## config.mk

```make
export PLATFORM = sky130hd
export DESIGN_NAME = addsub_flags_unit
export DESIGN_NICKNAME = d
export VERILOG_FILES = /design/src/rtl/addsub_pkg.sv /design/src/rtl/addsub_operand.sv /design/src/rtl/addsub_ripple.sv /design/src/rtl/addsub_flag_gen.sv /design/src/rtl/addsub_cmp_decode.sv /design/src/rtl/addsub_flags_unit.sv
export SDC_FILE = /design/constraint.sdc
export NUM_CORES = 1
export LEC_CHECK = 0
export BUFFER_PORTS_ARGS = -buffer_cell sky130_fd_sc_hd__buf_2
export CAP_MARGIN = 20
export CORE_AREA = 3 3 40 42
export DETAILED_ROUTE_END_ITERATION = 12
export DIE_AREA = 0 0 43 45
export GPL_TIMING_DRIVEN = 0
export PLACE_DENSITY = 0.69
export RECOVER_POWER = 50
export SYNTH_ARGS = -nofsm -noshare
export SYNTH_HDL_FRONTEND = slang
export SYNTH_HIERARCHICAL = 1
export SYNTH_SLANG_ARGS = --single-unit
```

## constraint.sdc

```tcl
create_clock -name vclk -period 4.5
set_input_delay 0 -clock vclk [all_inputs]
set_output_delay 0 -clock vclk [all_outputs]
set_load 0.03 [all_outputs]
```

## src/rtl/addsub_pkg.sv

```systemverilog
package addsub_pkg;

  typedef struct packed {
    logic c;
    logic z;
    logic n;
    logic v;
  } flags_t;

  function automatic logic fa_sum(input logic a, input logic b, input logic ci);
    return a ^ b ^ ci;
  endfunction

  function automatic logic fa_carry(input logic a, input logic b, input logic ci);
    return (a & b) | ((a ^ b) & ci);
  endfunction

  // overflow when both adder inputs share a sign that the result lacks
  function automatic logic sign_overflow(input logic sa, input logic sb, input logic sr);
    return (sa == sb) && (sr != sa);
  endfunction

endpackage

```

## src/rtl/addsub_operand.sv

```systemverilog
module addsub_operand #(
  parameter int WIDTH = 8
) (
  input  logic [WIDTH-1:0] b_i,
  input  logic             sub_i,
  output logic [WIDTH-1:0] b_eff_o,
  output logic             cin_o
);
  for (genvar i = 0; i < WIDTH; i++) begin : g_inv
    assign b_eff_o[i] = b_i[i] ^ sub_i;
  end
  assign cin_o = sub_i;
endmodule

```

## src/rtl/addsub_ripple.sv

```systemverilog
module addsub_ripple #(
  parameter int WIDTH = 8
) (
  input  logic [WIDTH-1:0] a_i,
  input  logic [WIDTH-1:0] b_i,
  input  logic             cin_i,
  output logic [WIDTH-1:0] sum_o,
  output logic [WIDTH:0]   carry_o
);
  import addsub_pkg::*;

  assign carry_o[0] = cin_i;
  for (genvar i = 0; i < WIDTH; i++) begin : g_cell
    assign sum_o[i]     = fa_sum(a_i[i], b_i[i], carry_o[i]);
    assign carry_o[i+1] = fa_carry(a_i[i], b_i[i], carry_o[i]);
  end
endmodule

```

## src/rtl/addsub_flag_gen.sv

```systemverilog
module addsub_flag_gen #(
  parameter int WIDTH = 8
) (
  input  logic [WIDTH-1:0]     res_i,
  input  logic                 a_msb_i,
  input  logic                 b_eff_msb_i,
  input  logic                 cout_i,
  input  logic                 sub_i,
  output addsub_pkg::flags_t   flags_o
);
  import addsub_pkg::*;

  always_comb begin
    flags_o.c = cout_i ^ sub_i;
    flags_o.z = ~|res_i;
    flags_o.n = res_i[WIDTH-1];
    flags_o.v = sign_overflow(a_msb_i, b_eff_msb_i, res_i[WIDTH-1]);
  end
endmodule

```

## src/rtl/addsub_cmp_decode.sv

```systemverilog
module addsub_cmp_decode (
  input  addsub_pkg::flags_t flags_i,
  output logic lt_o,
  output logic le_o,
  output logic ge_o,
  output logic gt_o,
  output logic eq_o,
  output logic ne_o,
  output logic ltu_o,
  output logic leu_o,
  output logic geu_o,
  output logic gtu_o
);
  logic sgn_less;
  logic ule;

  assign sgn_less = flags_i.n ^ flags_i.v;
  assign lt_o     = sgn_less;
  assign le_o     = flags_i.z | sgn_less;
  assign ge_o     = ~sgn_less;
  assign gt_o     = ~(flags_i.z | sgn_less);
  assign eq_o     = flags_i.z;
  assign ne_o     = ~flags_i.z;
  assign ule      = flags_i.c | flags_i.z;
  assign ltu_o    = flags_i.c;
  assign leu_o    = ule;
  assign geu_o    = ~flags_i.c;
  assign gtu_o    = ~ule;
endmodule

```

## src/rtl/addsub_flags_unit.sv

```systemverilog
module addsub_flags_unit #(
  parameter int WIDTH = 8
) (
  input  logic [WIDTH-1:0] op_a_i,
  input  logic [WIDTH-1:0] op_b_i,
  input  logic             sub_i,
  output logic [WIDTH-1:0] res_o,
  output logic             c_o,
  output logic             z_o,
  output logic             n_o,
  output logic             v_o,
  output logic             lt_o,
  output logic             le_o,
  output logic             ge_o,
  output logic             gt_o,
  output logic             eq_o,
  output logic             ne_o,
  output logic             ltu_o,
  output logic             leu_o,
  output logic             geu_o,
  output logic             gtu_o
);
  import addsub_pkg::*;

  localparam int MSB = WIDTH - 1;

  // named internal events for the checker
  logic [WIDTH-1:0] b_eff;
  logic             carry_in0;
  logic [WIDTH:0]   carry_chain;
  logic             carry_into_msb;
  logic             carry_out_msb;
  flags_t           flags;

  addsub_operand #(.WIDTH(WIDTH)) u_operand (
    .b_i     (op_b_i),
    .sub_i   (sub_i),
    .b_eff_o (b_eff),
    .cin_o   (carry_in0)
  );

  addsub_ripple #(.WIDTH(WIDTH)) u_ripple (
    .a_i     (op_a_i),
    .b_i     (b_eff),
    .cin_i   (carry_in0),
    .sum_o   (res_o),
    .carry_o (carry_chain)
  );

  assign carry_into_msb = carry_chain[MSB];
  assign carry_out_msb  = carry_chain[WIDTH];

  addsub_flag_gen #(.WIDTH(WIDTH)) u_flags (
    .res_i       (res_o),
    .a_msb_i     (op_a_i[MSB]),
    .b_eff_msb_i (b_eff[MSB]),
    .cout_i      (carry_out_msb),
    .sub_i       (sub_i),
    .flags_o     (flags)
  );

  assign c_o = flags.c;
  assign z_o = flags.z;
  assign n_o = flags.n;
  assign v_o = flags.v;

  addsub_cmp_decode u_cmp (
    .flags_i (flags),
    .lt_o    (lt_o),
    .le_o    (le_o),
    .ge_o    (ge_o),
    .gt_o    (gt_o),
    .eq_o    (eq_o),
    .ne_o    (ne_o),
    .ltu_o   (ltu_o),
    .leu_o   (leu_o),
    .geu_o   (geu_o),
    .gtu_o   (gtu_o)
  );
endmodule

```

* Word level (Yosys, flattened, before mapping)
Cells that the tools add are included.
** Cells by class
- Bitwise operators :: 56
- Equal/unequal tests :: 2
- Reduce and logical (&&, ||, !) cells :: 3
** Operators with widths (number)
- bitwise XOR 1 bit :: 26
- bitwise AND 1 bit :: 16
- OR 1 bit :: 10
- OR reduction 8 bit :: 1
- NOT 1 bit :: 4
- equality test 1 bit :: 1
- logical AND 1 bit :: 1
- zero test 1 bit :: 1
- inequality test 1 bit :: 1
** Storage, ports and cells
- Bits in registers :: 0
- Input bits :: 17
- Output and inout bits :: 22
- Logic and storage cells :: 61

* Depth between registers and ports, before layout
- Depth in word-level cells :: 22
- Gate-level depth with buffers :: 15
- Gate-level depth less buffers :: 14

* Modules after synthesis
Netlist, hierarchy kept.
** By module, submodules not included
- addsub_ripple :: area each 167.7 um2, cells an instance 9, seq. area each 0.0 um2, instances 1
- addsub_operand :: area each 88.8 um2, cells an instance 10, seq. area each 0.0 um2, instances 1
- addsub_cmp_decode :: area each 60.1 um2, cells an instance 10, seq. area each 0.0 um2, instances 1
- addsub_flag_gen :: area each 52.6 um2, cells an instance 8, seq. area each 0.0 um2, instances 1

* Worst setup path before layout
OpenSTA, ideal clock, no wires.
- Kind :: input-to-output
- From :: input sub_i
- To :: output gt_o
- Setup slack :: -0.900 ns
- Data required time :: 4.500 ns
- Arrival time :: 5.400 ns
- Buffers on the path :: 1
- Cell stages on the path :: 15
- Cell sequence :: buf_6 > xor2_1 > fa_1 > fa_1 > fa_1 > fa_1 > fa_1 > fa_1 > fa_1 > fa_1 > or2b_1 > o22ai_1 > xnor2_2 > inv_2 > nor2_2
** On the way
- Word-level cells in the longest chain between the ends :: 22
- Elaborated cells between the ends (all ways) :: 53
- Those cells by class :: 2 x eq/ne; 48 x bitwise; 3 x reduce/logical
** Ends and longest elaborated chain
- from (decl) :: line addsub_flags_unit.sv:6 : input logic sub_i,
- bitwise XOR 1 bit (*) :: line addsub_operand.sv:10 : assign b_eff_o[i] = b_i[i] ^ sub_i;
- net b_eff[0] :: line addsub_flags_unit.sv:28 : logic [WIDTH-1:0] b_eff;
- bitwise XOR 1 bit :: line addsub_pkg.sv:15 : return (a & b) | ((a ^ b) & ci);
- bitwise AND 1 bit :: line addsub_pkg.sv:15
- OR 1 bit (*) :: line addsub_pkg.sv:15
- net carry_chain[1] :: line addsub_flags_unit.sv:30 : logic [WIDTH:0] carry_chain;
- bitwise AND 1 bit (*) :: line addsub_pkg.sv:15
- OR 1 bit (*) :: line addsub_pkg.sv:15
- net carry_chain[2] :: line addsub_flags_unit.sv:30
- (+2 left out)
- net carry_chain[3] :: line addsub_flags_unit.sv:30
- (+2 left out)
- net carry_chain[4] :: line addsub_flags_unit.sv:30
- (+2 left out)
- net carry_chain[5] :: line addsub_flags_unit.sv:30
- (+2 left out)
- net carry_chain[6] :: line addsub_flags_unit.sv:30
- (+2 left out)
- net carry_chain[7] :: line addsub_flags_unit.sv:30
- (+1 left out)
- net res_o[7] :: line addsub_flags_unit.sv:7 : output logic [WIDTH-1:0] res_o,
- inequality test 1 bit (*) :: line addsub_pkg.sv:20 : return (sa == sb) && (sr != sa);
- logical AND 1 bit (*) :: line addsub_pkg.sv:20
- net v_o :: line addsub_flags_unit.sv:11 : output logic v_o,
- bitwise XOR 1 bit (*) :: line addsub_cmp_decode.sv:17 : assign sgn_less = flags_i.n ^ flags_i.v;
- net lt_o :: line addsub_flags_unit.sv:12 : output logic lt_o,
- OR 1 bit (*) :: line addsub_cmp_decode.sv:21 : assign gt_o = ~(flags_i.z | sgn_less);
- NOT 1 bit (*) :: line addsub_cmp_decode.sv:21
- to (decl) :: line addsub_flags_unit.sv:15 : output logic gt_o,
The timed path passes the listed nets; every way through them passes the cells marked *.

* Worst setup path in the final report
- From :: input sub_i
- To :: output gt_o
** On the way
- Word-level cells in the longest chain between the ends :: 22
- Elaborated cells between the ends (all ways) :: 53
- Those cells by class :: 2 x eq/ne; 48 x bitwise; 3 x reduce/logical
** Ends and longest elaborated chain
- bitwise XOR 1 bit (*) :: line addsub_operand.sv:10
- net b_eff[0] :: line addsub_flags_unit.sv:28
- bitwise XOR 1 bit :: line addsub_pkg.sv:15
- bitwise AND 1 bit :: line addsub_pkg.sv:15
- OR 1 bit (*) :: line addsub_pkg.sv:15
- net carry_chain[1] :: line addsub_flags_unit.sv:30
- bitwise AND 1 bit (*) :: line addsub_pkg.sv:15
- OR 1 bit (*) :: line addsub_pkg.sv:15
- net carry_chain[2] :: line addsub_flags_unit.sv:30
- (+2 left out)
- net carry_chain[3] :: line addsub_flags_unit.sv:30
- (+2 left out)
- net carry_chain[4] :: line addsub_flags_unit.sv:30
- (+2 left out)
- net carry_chain[5] :: line addsub_flags_unit.sv:30
- (+2 left out)
- net carry_chain[6] :: line addsub_flags_unit.sv:30
- (+1 left out)
- OR 1 bit (*) :: line addsub_pkg.sv:15
- net carry_chain[7] :: line addsub_flags_unit.sv:30
- bitwise XOR 1 bit (*) :: line addsub_pkg.sv:11 : return a ^ b ^ ci;
- inequality test 1 bit :: line addsub_pkg.sv:20
- logical AND 1 bit :: line addsub_pkg.sv:20
- bitwise XOR 1 bit :: line addsub_cmp_decode.sv:17
- OR 1 bit (*) :: line addsub_cmp_decode.sv:21
- NOT 1 bit (*) :: line addsub_cmp_decode.sv:21
Marks and branches as above.

==> flow_summary.ini <==
[status]
status = finished clean

[routing]
routedWlPerCell_um = 10.32
wl_um = 960
drt_first_pass_iters = 2
drtIter0Drc = 1
antenna_left = 0
drc = 0
vias = 391
via_per_inst = 4.204

[final_layout]
fin_nets = 105
fin_cells = 93
nClkBuffers = 0
fill_cells = 133
final_cell_area_um2 = 693.2
flops_and_latches = 0
fin_util_pct = 53.94
antenna_cells = 0
register_area_um2 = 0
syn_to_final_growth_pct = 91.70
drive_gt1_share_pct = 71.79

[synthesis]
syn-mean-instance-area_um2 = 10.04
synth.cell_area_um2 = 361.6
synth_cells = 36
ys_warn_count = 6
syn-num-nets = 61

[critical_path]
start_kind = primary input
cpMaxStageDelayCell = fa_2
cpPeakStageDelay_ns = 0.55
cpMostUsedCell = fa_2
worst_ep_required_time_ns = 4.50
critPathMaxFanout = 8
cp_top_family = adder cells
startpoint = sub_i
end_kind = output pin
critPathBufInv = 4
worst-setup-path-type = in2out
worst_ep_arrival_time_ns = 4.37
path_cells = buf_6 > buf_8 > xor2_2 > fa_2 > fa_2 > fa_2 > fa_2 > fa_2 > fa_2 > fa_2 > fa_2 > or2b_1 > o22ai_4 > xnor2_4 > inv_4 > nor2_4 > buf_6

[global_routing]
grt_pass1_wl_um = 1552
grt-ovfl-total = 0
antenna_found_initial = 0
grt_pass1_vias = 388
grt_max_degree = 9
grt_util_all_layers_pct = 9.824

[sta]
setup_viol = 0
finalHoldViolations = 0
relSlewSlack_pct = 72.36
min_period_ns = 4.369
period_share_pct = 97.08
rsz0062_at_grt = no
max_clock_freq_mhz = 228.9
setup_ws_ns = 0.1312
worstMarginPinSlew_ns = 0.4131
hold_slack_ns = 0.4363
fin_setup_tns_ns = 0
report.final.slew_viol_count = 0

[placement]
post-place-cells = 90
place_ws_ns = -0.09784
dpl_cell_area_um2 = 648.1
dp_hpwl_um = 892.9
portBuffers = 39
place.gp.congestion = 0.6384

[die]
die_w_um = 43
initial_utilization_pct = 28.14
die_h_um = 45
die_area_um2 = 1935
rows = 13
boundaryPins = 39
coreArea_um2 = 1285

[worst_hold_path]
hp-class = in2out
holdCritStartpoint = op_a_i[7]

[pwr]
powerDensity_nw_per_um2 = 433.5
leakagePower_nw = 0.3149
ir_worst_vdd_v = 0.0001730
power_mw = 0.3005

[job]
maxCapViolations = 0
[power breakdown]
part / switching [mW] / internal (mW) / total [mW]
Combinational: 0.193 / 0.108 / 0.300
Sequential: 0 / 0 / 0
Clock: 0 / 0 / 0
[worst paths after layout]
kind                   end  slack (ns)  cells past startpoint
worst min-delay path   v_o        0.44                      3
worst max-delay path  gt_o        0.13                     17
[worst min-delay path: cells and delay by family]
kind                   cells  cell delay, ns
AO/OA/AOI/OAI              1            0.11
buffers and inverters      2            0.32
[area by class of cell]
| cell class | count | area (µm²) | share of cell area (%) |
|---|---|---|---|
| multi-input cells | 27 | 384.1 | 55.42 |
| repair buffers | 42 | 225.2 | 32.49 |
| plain buffers | 5 | 45.04 | 6.498 |
| inverters | 4 | 20.02 | 2.888 |
| well taps | 15 | 18.77 | 2.708 |
[cell usage in the layout, fill, tap and decap left out, drive strengths merged, types with 2 or more instances in the layout]
| cell type | count |
|---|---|
| buf | 36 |
| fa | 8 |
| clkbuf | 11 |
| xor2 | 9 |
| or4 | 2 |
| inv | 4 |
| nor2 | 3 |
| nand2 | 2 |
[metal layers]
| layer | up-vias | track usage [%] | share of wire [%] |
|---|---|---|---|
| met3 | 0 | 1.195 | 13 |
| met2 | 31 | 18.56 | 51 |
| li1 | 191 | - | - |
| met4 | 0 | 0 | 0 |
| met1 | 169 | 12.84 | 36 |
| met5 | - | 0 | 0 |
[repair_timing]
action	in CTS	in global routing
hold buffers	0	0
pin swaps	2	2
setup buffers	2	1
endpoints found under the setup margin	9	7
gates resized for setup	2	10
Power figures use the tool's default switching activity.
